--- src/rtl/pwrseq_pkg.sv ---
package pwrseq_pkg;

  typedef enum logic [3:0] {
    GS_IDLE,
    GS_ARM,
    GS_ON1_DLY,
    GS_PG1_WAIT,
    GS_ON2_DLY,
    GS_PG2_WAIT,
    GS_RST_DLY,
    GS_RUN,
    GS_OFF2_DLY,
    GS_PL2_WAIT,
    GS_OFF1_DLY,
    GS_PL1_WAIT,
    GS_LATCHED
  } grp_state_e;

  // States in which an orderly shutdown request is honoured.
  function automatic logic is_up_state(grp_state_e s);
    return (s == GS_ON1_DLY) || (s == GS_PG1_WAIT) || (s == GS_ON2_DLY) ||
           (s == GS_PG2_WAIT) || (s == GS_RST_DLY) || (s == GS_RUN);
  endfunction

endpackage

--- src/rtl/pwrseq_start_timer.sv ---
module pwrseq_start_timer #(
  parameter int unsigned CNT_W     = 16,
  parameter int unsigned START_CYC = 20
) (
  input  logic       clk,
  input  logic       rst,
  input  logic       en_ab_n,
  input  logic       en_cd_n,
  input  logic [3:0] uv_ok,
  output logic       ready
);

  localparam logic [CNT_W-1:0] LIM = CNT_W'(START_CYC);

  logic             cond;
  logic [CNT_W-1:0] cnt_q;

  // Start qualification: both enables low and every rail free of undervoltage.
  assign cond  = !en_ab_n && !en_cd_n && (&uv_ok);
  assign ready = cond && (cnt_q == LIM);

  always_ff @(posedge clk) begin
    if (rst) begin
      cnt_q <= '0;
    end else if (!cond) begin
      cnt_q <= '0;
    end else if (cnt_q != LIM) begin
      cnt_q <= cnt_q + 1'b1;
    end
  end

endmodule

--- src/rtl/pwrseq_group.sv ---
module pwrseq_group
  import pwrseq_pkg::*;
#(
  parameter int unsigned CNT_W    = 16,
  parameter int unsigned ON1_DLY  = 3,
  parameter int unsigned ON2_DLY  = 5,
  parameter int unsigned OFF1_DLY = 2,
  parameter int unsigned OFF2_DLY = 3,
  parameter int unsigned RST_DLY  = 30
) (
  input  logic       clk,
  input  logic       rst,
  input  logic       en_n,
  input  logic       ready,
  input  logic       stop_req,
  input  logic [1:0] uv_ok,
  input  logic       prev_good,
  input  logic [1:0] pgood,
  input  logic [1:0] plow,
  output logic [1:0] rail_en,
  output logic       grp_rst_n
);

  localparam logic [CNT_W-1:0] L_ON1  = CNT_W'(ON1_DLY);
  localparam logic [CNT_W-1:0] L_ON2  = CNT_W'(ON2_DLY);
  localparam logic [CNT_W-1:0] L_OFF1 = CNT_W'(OFF1_DLY);
  localparam logic [CNT_W-1:0] L_OFF2 = CNT_W'(OFF2_DLY);
  localparam logic [CNT_W-1:0] L_RST  = CNT_W'(RST_DLY);

  grp_state_e       st_q, nxt;
  logic [CNT_W-1:0] cnt_q;
  logic [CNT_W-1:0] lim;
  logic             dly_done;
  logic             fault;
  logic [1:0]       rail_q;
  logic             rst_q;

  always_comb begin
    case (st_q)
      GS_ON1_DLY:  lim = L_ON1;
      GS_ON2_DLY:  lim = L_ON2;
      GS_RST_DLY:  lim = L_RST;
      GS_OFF2_DLY: lim = L_OFF2;
      GS_OFF1_DLY: lim = L_OFF1;
      default:     lim = '0;
    endcase
  end

  assign dly_done = (cnt_q == lim);
  assign fault    = (st_q != GS_IDLE) && (st_q != GS_LATCHED) && !(&uv_ok);

  always_comb begin
    nxt = st_q;
    if (fault) begin
      nxt = GS_LATCHED;
    end else if (is_up_state(st_q) && stop_req) begin
      nxt = GS_OFF2_DLY;
    end else begin
      case (st_q)
        GS_IDLE:     if (ready && !en_n) nxt = prev_good ? GS_ON1_DLY : GS_ARM;
        GS_ARM:      if (stop_req) nxt = GS_IDLE;
                     else if (prev_good) nxt = GS_ON1_DLY;
        GS_ON1_DLY:  if (dly_done) nxt = GS_PG1_WAIT;
        GS_PG1_WAIT: if (pgood[0]) nxt = GS_ON2_DLY;
        GS_ON2_DLY:  if (dly_done) nxt = GS_PG2_WAIT;
        GS_PG2_WAIT: if (pgood[1]) nxt = GS_RST_DLY;
        GS_RST_DLY:  if (dly_done) nxt = GS_RUN;
        GS_RUN:      nxt = GS_RUN;
        GS_OFF2_DLY: if (dly_done) nxt = GS_PL2_WAIT;
        GS_PL2_WAIT: if (plow[1]) nxt = GS_OFF1_DLY;
        GS_OFF1_DLY: if (dly_done) nxt = GS_PL1_WAIT;
        GS_PL1_WAIT: if (plow[0]) nxt = GS_IDLE;
        GS_LATCHED:  if (en_n) nxt = GS_IDLE;
        default:     nxt = GS_IDLE;
      endcase
    end
  end

  always_ff @(posedge clk) begin
    if (rst) begin
      st_q   <= GS_IDLE;
      cnt_q  <= '0;
      rail_q <= '0;
      rst_q  <= 1'b0;
    end else begin
      st_q <= nxt;
      if (nxt != st_q) begin
        cnt_q <= '0;
      end else if (!dly_done) begin
        cnt_q <= cnt_q + 1'b1;
      end
      rst_q <= (nxt == GS_RUN);
      if (nxt == GS_LATCHED) begin
        rail_q <= 2'b00;
      end else begin
        if (st_q == GS_ON1_DLY  && nxt == GS_PG1_WAIT) rail_q[0] <= 1'b1;
        if (st_q == GS_ON2_DLY  && nxt == GS_PG2_WAIT) rail_q[1] <= 1'b1;
        if (st_q == GS_OFF2_DLY && nxt == GS_PL2_WAIT) rail_q[1] <= 1'b0;
        if (st_q == GS_OFF1_DLY && nxt == GS_PL1_WAIT) rail_q[0] <= 1'b0;
      end
    end
  end

  assign rail_en   = rail_q;
  assign grp_rst_n = rst_q;

endmodule

--- src/rtl/pwrseq_dual.sv ---
module pwrseq_dual #(
  parameter int unsigned CNT_W     = 16,
  parameter int unsigned START_CYC = 20,
  parameter int unsigned RESET_CYC = 30,
  parameter int unsigned ON_DLY_A  = 3,
  parameter int unsigned ON_DLY_B  = 5,
  parameter int unsigned ON_DLY_C  = 2,
  parameter int unsigned ON_DLY_D  = 4,
  parameter int unsigned OFF_DLY_A = 2,
  parameter int unsigned OFF_DLY_B = 3,
  parameter int unsigned OFF_DLY_C = 4,
  parameter int unsigned OFF_DLY_D = 1
) (
  input  logic       clk,
  input  logic       rst,
  input  logic       en_ab_n,
  input  logic       en_cd_n,
  input  logic [3:0] uv_ok,
  input  logic [3:0] pgood,
  input  logic [3:0] plow,
  output logic [3:0] rail_en,
  output logic       rst_ab_n,
  output logic       rst_cd_n
);

  localparam int unsigned N_GRP = 2;

  logic             ready;
  logic             stop_req;
  logic [N_GRP-1:0] grp_en_n;
  logic [N_GRP-1:0] chain_ok;
  logic [N_GRP-1:0] grp_rst;
  logic [3:0]       rail_w;

  assign stop_req    = en_ab_n & en_cd_n;
  assign grp_en_n    = {en_cd_n, en_ab_n};
  // Group A/B leads; group C/D may only begin once rail B is up and good.
  assign chain_ok[0] = 1'b1;
  assign chain_ok[1] = rail_w[1] & pgood[1];

  pwrseq_start_timer #(
    .CNT_W    (CNT_W),
    .START_CYC(START_CYC)
  ) start_i (
    .clk    (clk),
    .rst    (rst),
    .en_ab_n(en_ab_n),
    .en_cd_n(en_cd_n),
    .uv_ok  (uv_ok),
    .ready  (ready)
  );

  for (genvar g = 0; g < N_GRP; g++) begin : g_grp
    localparam int unsigned G_ON1  = (g == 0) ? ON_DLY_A  : ON_DLY_C;
    localparam int unsigned G_ON2  = (g == 0) ? ON_DLY_B  : ON_DLY_D;
    localparam int unsigned G_OFF1 = (g == 0) ? OFF_DLY_A : OFF_DLY_C;
    localparam int unsigned G_OFF2 = (g == 0) ? OFF_DLY_B : OFF_DLY_D;

    pwrseq_group #(
      .CNT_W   (CNT_W),
      .ON1_DLY (G_ON1),
      .ON2_DLY (G_ON2),
      .OFF1_DLY(G_OFF1),
      .OFF2_DLY(G_OFF2),
      .RST_DLY (RESET_CYC)
    ) grp_i (
      .clk      (clk),
      .rst      (rst),
      .en_n     (grp_en_n[g]),
      .ready    (ready),
      .stop_req (stop_req),
      .uv_ok    (uv_ok[2*g+1 -: 2]),
      .prev_good(chain_ok[g]),
      .pgood    (pgood[2*g+1 -: 2]),
      .plow     (plow[2*g+1 -: 2]),
      .rail_en  (rail_w[2*g+1 -: 2]),
      .grp_rst_n(grp_rst[g])
    );
  end

  assign rail_en  = rail_w;
  assign rst_ab_n = grp_rst[0];
  assign rst_cd_n = grp_rst[1];

endmodule

--- config.mk ---
export PLATFORM = sky130hd
export DESIGN_NAME = pwrseq_dual
export DESIGN_NICKNAME = d
export VERILOG_FILES = /design/src/rtl/pwrseq_pkg.sv /design/src/rtl/pwrseq_start_timer.sv /design/src/rtl/pwrseq_group.sv /design/src/rtl/pwrseq_dual.sv
export SDC_FILE = /design/constraint.sdc
export NUM_CORES = 1
export LEC_CHECK = 0
export BUFFER_PORTS_ARGS = -buffer_cell sky130_fd_sc_hd__buf_2
export CORE_ASPECT_RATIO = 0.75
export CORE_MARGIN = 5
export CORE_UTILIZATION = 61
export CTS_CLUSTER_SIZE = 20
export DETAILED_ROUTE_END_ITERATION = 12
export HOLD_SLACK_MARGIN = 0.05
export PLACE_DENSITY = 0.83
export SYNTH_ARGS = -nofsm -noshare
export SYNTH_HDL_FRONTEND = slang
export SYNTH_SLANG_ARGS = --single-unit
--- constraint.sdc ---
create_clock -name clk -period 2.73 [get_ports clk]
set_input_delay 0.4095 -clock clk [delete_from_list [all_inputs] [get_ports clk]]
set_output_delay 0.4095 -clock clk [all_outputs]
set_load 0.02 [all_outputs]
Yosys cells after proc, flatten, opt, wreduce, memory -nomap -nowiden
Index checks and enable logic that the tools add are counted.

word-level totals
  memories kept = 0
  register bits = 62
  bits of input ports = 16
  latch bits = 0
  ROM bits = 0
  output and inout bits = 6
  memory bits (writable) = 0
  word-level logic and storage cells = 144

cells by class
  bitwise operators = 3
  $lt $le $gt $ge = 0
  eq/ne operators = 44
  shift-type cells = 0
  reduce and logical (&&, ||, !) cells = 49
  multiply operators = 0
  multiplexer cells = 34
  divide/modulo/power cells = 0
  add/sub/neg operators = 3

operator list
  cell                     count
  $mux W4                  28
  $pmux W4 S13             2
  $eq A4 B4 Y1 const B     16
  $add A16 B1 Y16 const B  3
  $eq A4 B3 Y1 const B     12
  $pmux W5 S4              2
  $eq A16 B5 Y1            2
  $eq A4 B2 Y1 const B     6
  $logic_and A1 B1 Y1      19
  $eq A16 B5 Y1 const B    1
  $ne A16 B5 Y1 const B    1
  $reduce_or A3 Y1         4
  $logic_or A1 B1 Y1       10
  $reduce_or A2 Y1         5
  $eq A4 B1 Y1 const B     2
  $logic_not A4 Y1         2
  $ne A4 B4 Y1             2
  $ne A4 B4 Y1 const B     2
  $reduce_bool A4 Y1       2
  $logic_not A1 Y1         4
  $mux W2                  2
  $reduce_and A2 Y1        2
  $reduce_and A4 Y1        1
  $and A1 B1 Y1            2
  $not A1 Y1               1

Depth between registers and ports, before layout
  depth after elaboration = 12
  gate-level depth with buffers = 10
  depth with buffers taken out = 8

Hierarchy
From an unflattened synthesis, not the netlist that was laid out.

unflattened totals
  cells, all modules = 488
  area, all modules = 4150.2 µm²

modules (own cells, without submodules)
  module                          seq. area each (µm²)  area each (µm²)  cells each  instances
  pwrseq_group at g_grp[0].grp_i  460.4                 1717.9           209         1
  pwrseq_group at g_grp[1].grp_i  460.4                 1625.3           186         1
  pwrseq_start_timer              320.3                 790.8            90          1
  pwrseq_dual                     0.0                   16.3             3           1

Least setup slack after synthesis
OpenSTA, ideal clock, no wires.

  kind = register to register
  start point = reg g_grp[0].grp_i.st_q[1]
  end point = reg g_grp[0].grp_i.rail_q[0]
  path slack = 253 ps
  period minus slack after synthesis = 2477 ps
  data arrival time = 2361 ps
  library setup time = 116 ps
  stages on the path, launching flop included = 9
  path buffers = 2
  data required time = 2614 ps
  path through = dfxtp_1 > buf_4 > nor4bb_1 > or3_1 > a211o_1 > or4_1 > buf_2 > or4_1 > o211a_1

on the way
  longest elaborated chain between the ends = 12
  elaborated cells on any way between the ends = 46
  classes of those cells = eq/ne (17); mux (15); reduce/logical (14)

RTL lines
  what                                                    line                RTL
  start: declaration                                      pwrseq_group.sv:30  grp_state_e st_q, nxt;
  start signal: assignment                                pwrseq_group.sv:86  st_q <= nxt;
  branches (longest 12 deep; another with $eq A16 B5 Y1)  n/a
  end signal: assignment                                  pwrseq_group.sv:94  rail_q <= 2'b00;
  end signal: assignment                                  pwrseq_group.sv:96  if (st_q == GS_ON1_DLY && nxt == GS_PG1_WAIT) rail_q[0] <= 1'b1;
  end signal: assignment                                  pwrseq_group.sv:99  if (st_q == GS_OFF1_DLY && nxt == GS_PL1_WAIT) rail_q[0] <= 1'b0;
  end: declaration                                        pwrseq_group.sv:35  logic [1:0] rail_q;

Parallel ways; which one is timed is not known.
A chain may end at the register's enable or synchronous reset.

Final worst setup path
  start point = reg g_grp[1].grp_i.st_q[3]
  end point = reg g_grp[1].grp_i.rail_q[1]

on the way
  longest elaborated chain between the ends = 12
  elaborated cells on any way between the ends = 48
  classes of those cells = eq/ne (17); mux (17); reduce/logical (14)

RTL lines
  what                                                    line                RTL
  start: declaration                                      pwrseq_group.sv:30
  start signal: assignment                                pwrseq_group.sv:86
  branches (longest 12 deep; another with $eq A16 B5 Y1)  n/a
  end signal: assignment                                  pwrseq_group.sv:94
  end signal: assignment                                  pwrseq_group.sv:97  if (st_q == GS_ON2_DLY && nxt == GS_PG2_WAIT) rail_q[1] <= 1'b1;
  end signal: assignment                                  pwrseq_group.sv:98  if (st_q == GS_OFF2_DLY && nxt == GS_PL2_WAIT) rail_q[1] <= 1'b0;
  end: declaration                                        pwrseq_group.sv:35

Parallel ways; which one is timed is not known.

==> out/results.tsv <==
metric	value	unit
cts hold-fix bufs	0	
Peak VDD IR	0.0009038	V
Synth Register Bits	62	
Final Cycle Share	0.9457	
nature of the critical path endpoint	flop	
Post-synth ARST share	0	
total power draw	3.382	mW
post-layout min period	2582	ps
Avg Inst Size Synth	7.958	sq um
worst-path cell chain	nand2b_1, or3b_2, a21oi_1, nand4_1, a2111oi_1, a211oi_1	
Synth top area share	0.3347	
distinct cell type count of the synthesized netlist	59	
mapped cell area	0.003709	sq mm
die width	100.0	um
worst skew pair latency	350	ps
CTS max path bufs	2	
Highest Clock Rate	387.3	MHz
Clock Skew	10.41	ps
Routed Antenna Nets	0	
CTS sink cnt	62	
hold path start	rst	
crit path DAT	2790	ps
Post-CTS Setup Repair Bufs	0	
post-synthesis sequential area ratio	0.3347	
H-Tree Depth	3	
syn_nets	486	
outcome	complete, no violations	
CP peak stage delay	590	ps
crit start category	flop	
worst-case hold slack	410.2	ps
PwrDens	825.4	mW/mm^2
Synth area leaders	dfxtp_1 (33%), xor2_1 (6.4%), nor3_1 (5.9%)	
hold crit path type	input port to flop	
CP Max Fanout	13	
synth warn	0	
cell with the largest stage delay on the worst path	a2111oi_1	
wire length per cell	14.55	um
max cap viols	0	
Setup violations, final	0	
TritonRoute pass-1 iters	5	
initial antenna violation count	0	
Slew Viols, Final	0	
port buffer count	21	
Net count, final	508	
largest net degree at the start of global routing	21	
DR vias	3474	
area leader, netlist	dfxtp_1	
DRT iter0 DRCs	234	
row count	24	
Setup CP Type	flop to flop	
IO Pins	22	
fraction of layout cells with a size suffix above 1	0.1318	
Slew @ Worst Pin	608.7	ps
Worst EP required	2940	ps
Syn Inst Count	466	
worst rel slew slack	0.5837	
setup TNS	0	ps
Leak	1.428	nW
most frequent cells in the layout	dfxtp_1 (62), nor2_1 (50), nor3_1 (44)	
die area	0.007755	sq mm
die height	77.53	um
area grow syn2layout	10.49	%
clock-pin slew on the worst setup and hold paths	70	ps
worst r2r src	g_grp[1].grp_i.st_q[3]$_SDFF_PP0_	
gr usage total	0.2215	
initial core utilization	0.6333	
post-DP HPWL	5995	um
Layout fillers	474	
most common cell after layout, fill and taps aside	dfxtp_1	
GRT Residual Overflow	0	
Util after Layout	0.6998	
clock buffer count from CTS	9	
Total Routed Length	8309	um
Ant. Diodes	0	
Main synth FF type	dfxtp_1	
Via density	6.084	
unrepaired setup endpoints after global routing	false	
EDFF count, synth	0	
global-route wire length before repair	14220	um
GP Congestion	0.9106	
final hold vios	0	
crit path from	g_grp[1].grp_i.st_q[3]$_SDFF_PP0_	
DRC	0	
CTS tree	done	
core area	0.005856	sq mm
Root Driver	clkbuf_8	
vias in the first global route	3115	
layout make-up:
type,instances,area (sq um),share of cell area
inverter,15,56.30,0.01374
multi-input combinational,361,2287,0.5582
timing repair buffer,39,240.2,0.05863
tap,78,97.59,0.02382
clock inverter,7,51.30,0.01252
sequential,62,1241,0.3029
clock buffer,9,123.9,0.03023
kinds of logic (layout without fill, tap and decap cells):
family	after synthesis	after routing	synth area share
AOI/OAI and AO/OA	83	83	0.1572
xor gates and xnor gates	50	50	0.1181
adders and majority gates	4	4	0.01350
buffers and inverters	43	70	0.04892
DFF	62	62	0.3347
muxes	6	6	0.01687
and+or+nand+nor	218	218	0.3107
synth_stat cells, types with 4 or more instances:
master and instances:
dfxtp_1 62, nor2_1 50, nor3_1 44, xor2_1 27, xnor2_1 23, nand2_1 21
nand3_1 21, clkbuf_1 19, nand4_1 18, a21oi_1 16, inv_1 15, o21ai_0 12
a211oi_1 8, and3_1 8, nor4_1 8, a31oi_1 7, buf_2 7, nand2b_1 7
o21a_1 7, or3_1 7, or4_1 5, ha_1 4, mux2i_1 4, nor2b_1 4
nor3b_1 4, or2_2 4
state kept, by name, indices dropped and copies added (netlist names):
name,cells
g_grp.grp_i.cnt_q,32
g_grp.grp_i.grp_rst_n,2
g_grp.grp_i.rail_en,4
g_grp.grp_i.st_q,8
start_i.cnt_q,16
per-stage QoR:
stage	std cells	setup WS [ps]	area, sq um
2_1_floorplan	466	252.7	3709
3_3_place_gp	555	298.0	3921
3_5_place_dp	555	137.4	3921
4_1_cts	571	134.6	4096
5_1_grt	571	40.21	4098
6_report	571	148.2	4098
path summary, 6_finish.rpt:
| check | to | slack (ps) | cells after the start |
|---|---|---|---|
| worst max-delay path | g_grp[1].grp_i.rail_en[1]$_SDFFE_PP0P_ | 150 | 6 |
| worst min-delay path | g_grp[1].grp_i.st_q[3]$_SDFF_PP0_ | 410 | 2 |
| worst max register to register | g_grp[1].grp_i.rail_en[1]$_SDFFE_PP0P_ | 150 | 6 |
| worst min register to register | g_grp[1].grp_i.rail_en[1]$_SDFFE_PP0P_ | 460 | 2 |
layer usage:
metal  vias up  share of wire  global-route usage
li1       1748              -                   -
met1      1596           0.50              0.3056
met2       114           0.43              0.3269
met3        16          0.058             0.06272
met4         0          0.016             0.08748
met5         -              0                   0
critical path, delay by kind of cell (launching register included):
family,cells,cell delay (ps)
AOI/OAI and AO/OA,3,970
and+or+nand+nor,3,1030
DFF,1,450
power breakdown:
group	internal (mW)	switching [mW]	total (mW)	leakage, nW
logic	0.627	1.02	1.64	0.842
registers	0.956	0.0793	1.03	0.501
clock network	0.329	0.376	0.705	0.0852
repair_timing:
| item | 4_1_cts | 5_1_grt |
|---|---|---|
| endpoints found under the hold margin | 0 | 0 |
| gates resized for setup | 0 | 1 |
| endpoints found under the setup margin | 0 | 1 |
Power figures use the tool's default switching activity.
